--- src/rtl/pce_pkg.sv ---
package pce_pkg;
  localparam int FA_W   = 4;
  localparam int PRI_W  = 4;
  localparam int SRC_W  = 4;
  localparam int CELL_W = 1 + FA_W + PRI_W + SRC_W;

  typedef struct packed {
    logic             vld;
    logic [FA_W-1:0]  fa;
    logic [PRI_W-1:0] pri;
    logic [SRC_W-1:0] src;
  } cell_t;

  typedef enum logic [2:0] {
    FLT_NONE = 3'd0,
    FLT_SC   = 3'd1,
    FLT_ST   = 3'd2,
    FLT_VS   = 3'd3,
    FLT_HS   = 3'd4
  } fault_e;
endpackage

--- src/rtl/pce_elem.sv ---
module pce_elem
  import pce_pkg::*;
(
  input  cell_t      h_in,
  input  cell_t      v_in,
  input  logic       frc_tog,
  input  logic       frc_crs,
  input  logic [2:0] flt,
  output cell_t      h_out,
  output cell_t      v_out
);
  logic wins;
  logic swap;

  always_comb begin
    wins = h_in.vld && v_in.vld && (h_in.fa == v_in.fa) && (h_in.pri > v_in.pri);
    case (fault_e'(flt))
      FLT_SC:  swap = 1'b0;
      FLT_ST:  swap = 1'b1;
      default: swap = frc_tog ? 1'b1 : (frc_crs ? 1'b0 : wins);
    endcase
    v_out = swap ? h_in : v_in;
    h_out = swap ? v_in : h_in;
    if (fault_e'(flt) == FLT_VS) v_out.vld = 1'b0;
    if (fault_e'(flt) == FLT_HS) h_out.vld = 1'b0;
  end
endmodule

--- src/rtl/pce_ovr_regs.sv ---
module pce_ovr_regs #(
  parameter int ROWS = 6,
  parameter int COLS = 3,
  localparam int RIW = $clog2(ROWS + 1),
  localparam int CIW = $clog2(COLS + 1),
  localparam int NE  = ROWS * COLS
) (
  input  logic           clk,
  input  logic           rst_n,
  input  logic           we,
  input  logic [RIW-1:0] row,
  input  logic [CIW-1:0] col,
  input  logic           tog,
  input  logic           crs,
  output logic [NE-1:0]  tog_q,
  output logic [NE-1:0]  crs_q
);
  for (genvar r = 0; r < ROWS; r++) begin : g_r
    for (genvar c = 0; c < COLS; c++) begin : g_c
      logic hit;
      assign hit = we && (row == RIW'(r)) && (col == CIW'(c));
      always_ff @(posedge clk) begin
        if (!rst_n) begin
          tog_q[r*COLS+c] <= 1'b0;
          crs_q[r*COLS+c] <= 1'b0;
        end else if (hit) begin
          tog_q[r*COLS+c] <= tog;
          crs_q[r*COLS+c] <= crs;
        end
      end
    end
  end
endmodule

--- src/rtl/pce_array.sv ---
module pce_array
  import pce_pkg::*;
#(
  parameter int ROWS = 6,
  parameter int COLS = 3,
  localparam int RIW = $clog2(ROWS + 1),
  localparam int CIW = $clog2(COLS + 1),
  localparam int CW  = CELL_W,
  localparam int NE  = ROWS * COLS
) (
  input  logic              clk,
  input  logic              rst_n,
  input  logic              in_vld,
  output logic              in_rdy,
  input  logic [ROWS*CW-1:0] row_cells,
  input  logic [COLS*CW-1:0] col_cells,
  input  logic              ovr_we,
  input  logic [RIW-1:0]    ovr_row,
  input  logic [CIW-1:0]    ovr_col,
  input  logic              ovr_tog,
  input  logic              ovr_crs,
  input  logic [NE*3-1:0]   fault_inj,
  output logic              out_vld,
  input  logic              out_rdy,
  output logic [COLS*CW-1:0] link_cells,
  output logic [ROWS*CW-1:0] drop_cells
);
  logic [NE-1:0] tog_q;
  logic [NE-1:0] crs_q;

  pce_ovr_regs #(.ROWS(ROWS), .COLS(COLS)) u_ovr (
    .clk(clk), .rst_n(rst_n), .we(ovr_we), .row(ovr_row), .col(ovr_col),
    .tog(ovr_tog), .crs(ovr_crs), .tog_q(tog_q), .crs_q(crs_q)
  );

  cell_t h_w [ROWS][COLS+1];
  cell_t v_w [ROWS+1][COLS];
  logic [COLS*CW-1:0] link_d;
  logic [ROWS*CW-1:0] drop_d;

  for (genvar r = 0; r < ROWS; r++) begin : g_rin
    assign h_w[r][0] = cell_t'(row_cells[r*CW +: CW]);
    assign drop_d[r*CW +: CW] = h_w[r][COLS];
  end
  for (genvar c = 0; c < COLS; c++) begin : g_cin
    assign v_w[0][c] = cell_t'(col_cells[c*CW +: CW]);
    assign link_d[c*CW +: CW] = v_w[ROWS][c];
  end

  for (genvar r = 0; r < ROWS; r++) begin : g_row
    for (genvar c = 0; c < COLS; c++) begin : g_col
      pce_elem u_e (
        .h_in   (h_w[r][c]),
        .v_in   (v_w[r][c]),
        .frc_tog(tog_q[r*COLS+c]),
        .frc_crs(crs_q[r*COLS+c]),
        .flt    (fault_inj[(r*COLS+c)*3 +: 3]),
        .h_out  (h_w[r][c+1]),
        .v_out  (v_w[r+1][c])
      );
    end
  end

  assign in_rdy = !out_vld || out_rdy;

  always_ff @(posedge clk) begin
    if (!rst_n) begin
      out_vld    <= 1'b0;
      link_cells <= '0;
      drop_cells <= '0;
    end else if (in_rdy) begin
      out_vld <= in_vld;
      if (in_vld) begin
        link_cells <= link_d;
        drop_cells <= drop_d;
      end
    end
  end
endmodule

--- config.mk ---
export PLATFORM = sky130hd
export DESIGN_NAME = pce_array
export DESIGN_NICKNAME = d
export VERILOG_FILES = /design/src/rtl/pce_pkg.sv /design/src/rtl/pce_elem.sv /design/src/rtl/pce_ovr_regs.sv /design/src/rtl/pce_array.sv
export SDC_FILE = /design/constraint.sdc
export NUM_CORES = 1
export LEC_CHECK = 0
export ABC_AREA = 1
export ABC_CLOCK_PERIOD_IN_PS = 20300
export BUFFER_PORTS_ARGS = -buffer_cell sky130_fd_sc_hd__clkbuf_2
export CAP_MARGIN = 20
export CORE_MARGIN = 2
export CORE_UTILIZATION = 50
export DETAILED_ROUTE_END_ITERATION = 10
export PLACE_DENSITY_LB_ADDON = 0.08
export SETUP_SLACK_MARGIN = 0.3
export SYNTH_ARGS = -nofsm -noshare
export SYNTH_HDL_FRONTEND = slang
export SYNTH_HIERARCHICAL = 1
export SYNTH_SLANG_ARGS = --single-unit
--- constraint.sdc ---
create_clock -name clk -period 20.3 [get_ports clk]
set_input_delay 4.06 -clock clk [delete_from_list [all_inputs] [get_ports clk]]
set_output_delay 4.06 -clock clk [all_outputs]
set_load 0.01 [all_outputs]
==> flow_metrics.py <==
metrics = {
    "outcome": {
        "run_status": "complete, no violations",
    },
    "run": {
        "number_of_maximum_capacitance_violations": 0,
    },
    "critical_path": {
        "timing.critical_path.to_type": "flip-flop",
        "critPathArrivalTime_ns": 18.92,
        "cpMaxStageDelayCell": "sky130_fd_sc_hd__o21ai_0",
        "critical_path.reg2reg.endpoint": "link_cells[36]$_SDFFE_PN0P_",
        "critPathMaxStageDelay_ns": 0.63,
        "critPathMaxFanout": 40,
        "timing.critical_path.max_delay_family": "simple AND/OR/NAND/NOR gates",
        "r2r_setup_slk_ns": 5.47,
        "path_buf_inv": 5,
        "start_kind": "input port",
        "worst_ep_required_time_ns": 20.69,
        "timing_worst_setup_path_type": "in -> reg",
        "r2r_cells": 67,
        "regToRegStartpoint": "u_ovr/crs_q[0]$_SDFFE_PN0P_",
        "setup.worst_path.end": "link_cells[36]$_SDFFE_PN0P_",
        "cp-startpoint": "col_cells[7]",
        "critical_path_depth": 70,
        "worst_path_most_repeated_cell": "sky130_fd_sc_hd__nand2_2",
    },
    "sta": {
        "final_hold_viol_count": 0,
        "timing.clock.skew_ns": 0.0103,
        "finalMaxSlewViolations": 0,
        "rsz_0062_raised_after_global_routing": "false",
        "achievable-frequency_mhz": 54.0,
        "period_minus_slack_ns": 18.53,
        "tightest_slew_ns": 1.06,
        "final_tns_setup_ns": 0,
        "setup_violations": 0,
        "layout_worst_path_cycle_share": 0.913,
        "whs_ns": 0.479,
        "slew_headroom": 0.295,
    },
    "die": {
        "start_util": 0.508,
        "die_w_um": 191,
        "placement_rows": 68,
        "top_level_ports": 302,
        "core_area_um2": 34500,
        "die_ar_um2": 36600,
        "floorplan.die.height_um": 191,
    },
    "layout": {
        "final-instance-count-excl-fill": 4009,
        "design.final.nets": 3792,
        "post_route_cells_drive_above_1_share": 0.113,
        "syn_to_final_growth_pct": 9.02,
        "fillcell_total": 3806,
        "layout_common_cells": "sky130_fd_sc_hd__nand2_1, sky130_fd_sc_hd__inv_1, sky130_fd_sc_hd__nand3_1, sky130_fd_sc_hd__nor2_1, sky130_fd_sc_hd__clkbuf_2",
        "layout.cells.most_common": "sky130_fd_sc_hd__nand2_1",
    },
    "grt": {
        "grt_pass1_wl_um": 90400,
        "first_global_vias": 18000,
        "grt_max_degree": 128,
        "track_usage": 0.316,
        "antenna_found_initial": 4,
        "grt_remaining_overflow": 0,
    },
    "placed_design": {
        "dp_cells": 3973,
        "buffer_ports.inserted": 301,
        "gp_routability_congestion": 0.962,
        "detailedPlacementHpwl_um": 46800,
    },
    "clock_network": {
        "tritoncts": "done",
        "clk_transition_reported_paths_ns": 0.07,
        "worst_skew_pair.late_latency_ns": 0.46,
        "tritoncts_num_sinks": 154,
        "buffer_levels_on_the_longest_clock_path": 2,
        "cts_made_buffers": 17,
        "clock-root-buffer": "sky130_fd_sc_hd__clkbuf_16",
        "cts-htree-levels": 4,
    },
    "power": {
        "power_leakage_uw": 0.0119,
        "powerDensity_nw_per_um2": 65.0,
        "pwr-share-seq": 0.273,
        "p_sw_frac": 0.448,
        "clkPwrFrac": 0.271,
        "total_switching_power_uw": 558,
        "share_comb_of_total_power": 0.456,
        "cellInternalPower_uw": 686,
        "ir_worst_vdd_mv": 0.0642,
    },
    "yosys": {
        "ys_seq_elements": 154,
        "synthFlopType": "sky130_fd_sc_hd__dfxtp_1",
        "mapped_cells": 3396,
        "synth_edf_count": 0,
        "mappedNetlistNets": 3651,
        "postSynth.asyncResetShare": 0,
        "synth_largest_type_area_fraction": 0.268,
        "synth.yosys.seq_area_share": 0.176,
        "netlist.top_cell.by_area": "sky130_fd_sc_hd__nand2_1",
        "yosysWarnings": 6,
        "ys_top_cells_by_area": "sky130_fd_sc_hd__nand2_1, sky130_fd_sc_hd__dfxtp_1, sky130_fd_sc_hd__nand3_1",
        "synth_cell_types": 22,
        "mappedNetlistArea_um2": 17500,
        "synth.avg_cell_area_um2": 5.17,
    },
    "drt": {
        "route.vias.total": 20300,
        "drt.antenna.violating_nets": 0,
        "wire_per_inst_um": 14.6,
        "post_detailed_routing_wire_length_um": 58500,
        "route.detailed.vias_per_inst": 5.06,
        "drt_pre_antenna_iters": 7,
        "drc_errors": 0,
        "detail_route.iter0.violations": 1350,
    },
    "min_path": {
        "worst_hold_path_type": "reg -> reg",
    },
}
-- final cells by class --
| class | instances | area (um^2) | share of cell area |
|---|---|---|---|
| multi-input cells | 2521 | 11300 | 0.591 |
| flip-flops and latches | 154 | 3080 | 0.161 |
| inverters | 538 | 2020 | 0.106 |
| repair buffers | 305 | 1550 | 0.0808 |
| well taps | 455 | 569 | 0.0298 |
| clock buffers | 17 | 425 | 0.0222 |
| clock inverters | 15 | 175 | 0.00916 |
| diodes | 4 | 10.0 | 0.000523 |
-- sequential cells by signal (all words and copies together), names as in the netlist --
| register | count |
|---|---|
| out_vld | 1 |
| u_ovr/tog_q | 18 |
| u_ovr/crs_q | 18 |
| link_cells | 39 |
| drop_cells | 78 |
-- worst min-delay path, stage by stage (launching register included) --
cell and delay (ns):
sky130_fd_sc_hd__dfxtp_1 0.33, sky130_fd_sc_hd__a21oi_1 0.04, sky130_fd_sc_hd__nor2_1 0.08
-- metal layers --
| metal | part of all wire | wire length (um) | global-route usage | vias to the layer above |
|---|---|---|---|---|
| met5 | 0.00022 | 13 | 0 | - |
| met4 | 0.042 | 2480 | 0.142 | 2 |
| met3 | 0.042 | 2450 | 0.0375 | 112 |
| met2 | 0.50 | 29000 | 0.579 | 519 |
| met1 | 0.42 | 24600 | 0.364 | 8899 |
| li1 | - | - | - | 10800 |
-- through the flow --
step / total power (uW) / util / setup WS (ns) / instance area, um^2
after floorplan: 753 / - / 7.10 / 17500
after global placement: 897 / 0.536 / 1.37 / 18500
after detailed placement: 907 / 0.536 / 1.06 / 18500
after CTS: 1240 / 0.553 / 1.52 / 19100
after global routing: 1350 / 0.553 / 0.326 / 19100
final: 1240 / 0.554 / 1.77 / 19100
-- power by group through the flow --
stage	sequential [uW]	clock [uW]	combinational, uW
after floorplan	356	0	397
after global placement	346	0	551
after detailed placement	347	0	561
after CTS	340	342	563
after global routing	342	355	651
final	340	337	567
-- how the worst min path moves through the flow --
stage / depth (start not counted) / endpoint / startpoint
2_1_floorplan: 2 / u_ovr/tog_q[10]$_SDFFE_PN0P_ / u_ovr/tog_q[10]$_SDFFE_PN0P_
3_3_place_gp: 2 / link_cells[21]$_SDFFE_PN0P_ / link_cells[21]$_SDFFE_PN0P_
3_5_place_dp: 2 / drop_cells[69]$_SDFFE_PN0P_ / drop_cells[69]$_SDFFE_PN0P_
4_1_cts: 2 / drop_cells[69]$_SDFFE_PN0P_ / drop_cells[69]$_SDFFE_PN0P_
5_1_grt: 2 / link_cells[19]$_SDFFE_PN0P_ / link_cells[19]$_SDFFE_PN0P_
6_report: 2 / link_cells[19]$_SDFFE_PN0P_ / link_cells[19]$_SDFFE_PN0P_
-- cell usage after synthesis, types with 18 or more instances --
master	n
sky130_fd_sc_hd__nand2_2	36
sky130_fd_sc_hd__buf_2	94
sky130_fd_sc_hd__ha_1	72
sky130_fd_sc_hd__o21ai_0	144
sky130_fd_sc_hd__a21oi_1	139
sky130_fd_sc_hd__nor2_1	335
sky130_fd_sc_hd__o21ai_1	72
sky130_fd_sc_hd__buf_6	42
sky130_fd_sc_hd__dfxtp_1	154
sky130_fd_sc_hd__nand3_1	425
sky130_fd_sc_hd__clkbuf_1	36
sky130_fd_sc_hd__a31oi_1	18
sky130_fd_sc_hd__inv_1	518
sky130_fd_sc_hd__nand2_1	1253
sky130_fd_sc_hd__nand4_1	18
sky130_fd_sc_hd__inv_2	20
-- cells by family after synthesis --
kind of cell,count (synthesis),share of synthesized area
AND/OR/NAND/NOR,2075,0.484
buffers and inverters,721,0.181
AO/OA/AOI/OAI,374,0.108
flip-flops,154,0.176
adder cells (fa/ha/maj),72,0.0514
-- what timing repair did --
item,4_1_cts,5_1_grt
endpoints found under the setup margin,0,26
setup buffers,0,0
gates resized for setup,0,18
hold buffers,0,0
Power figures use the tool's default switching activity.
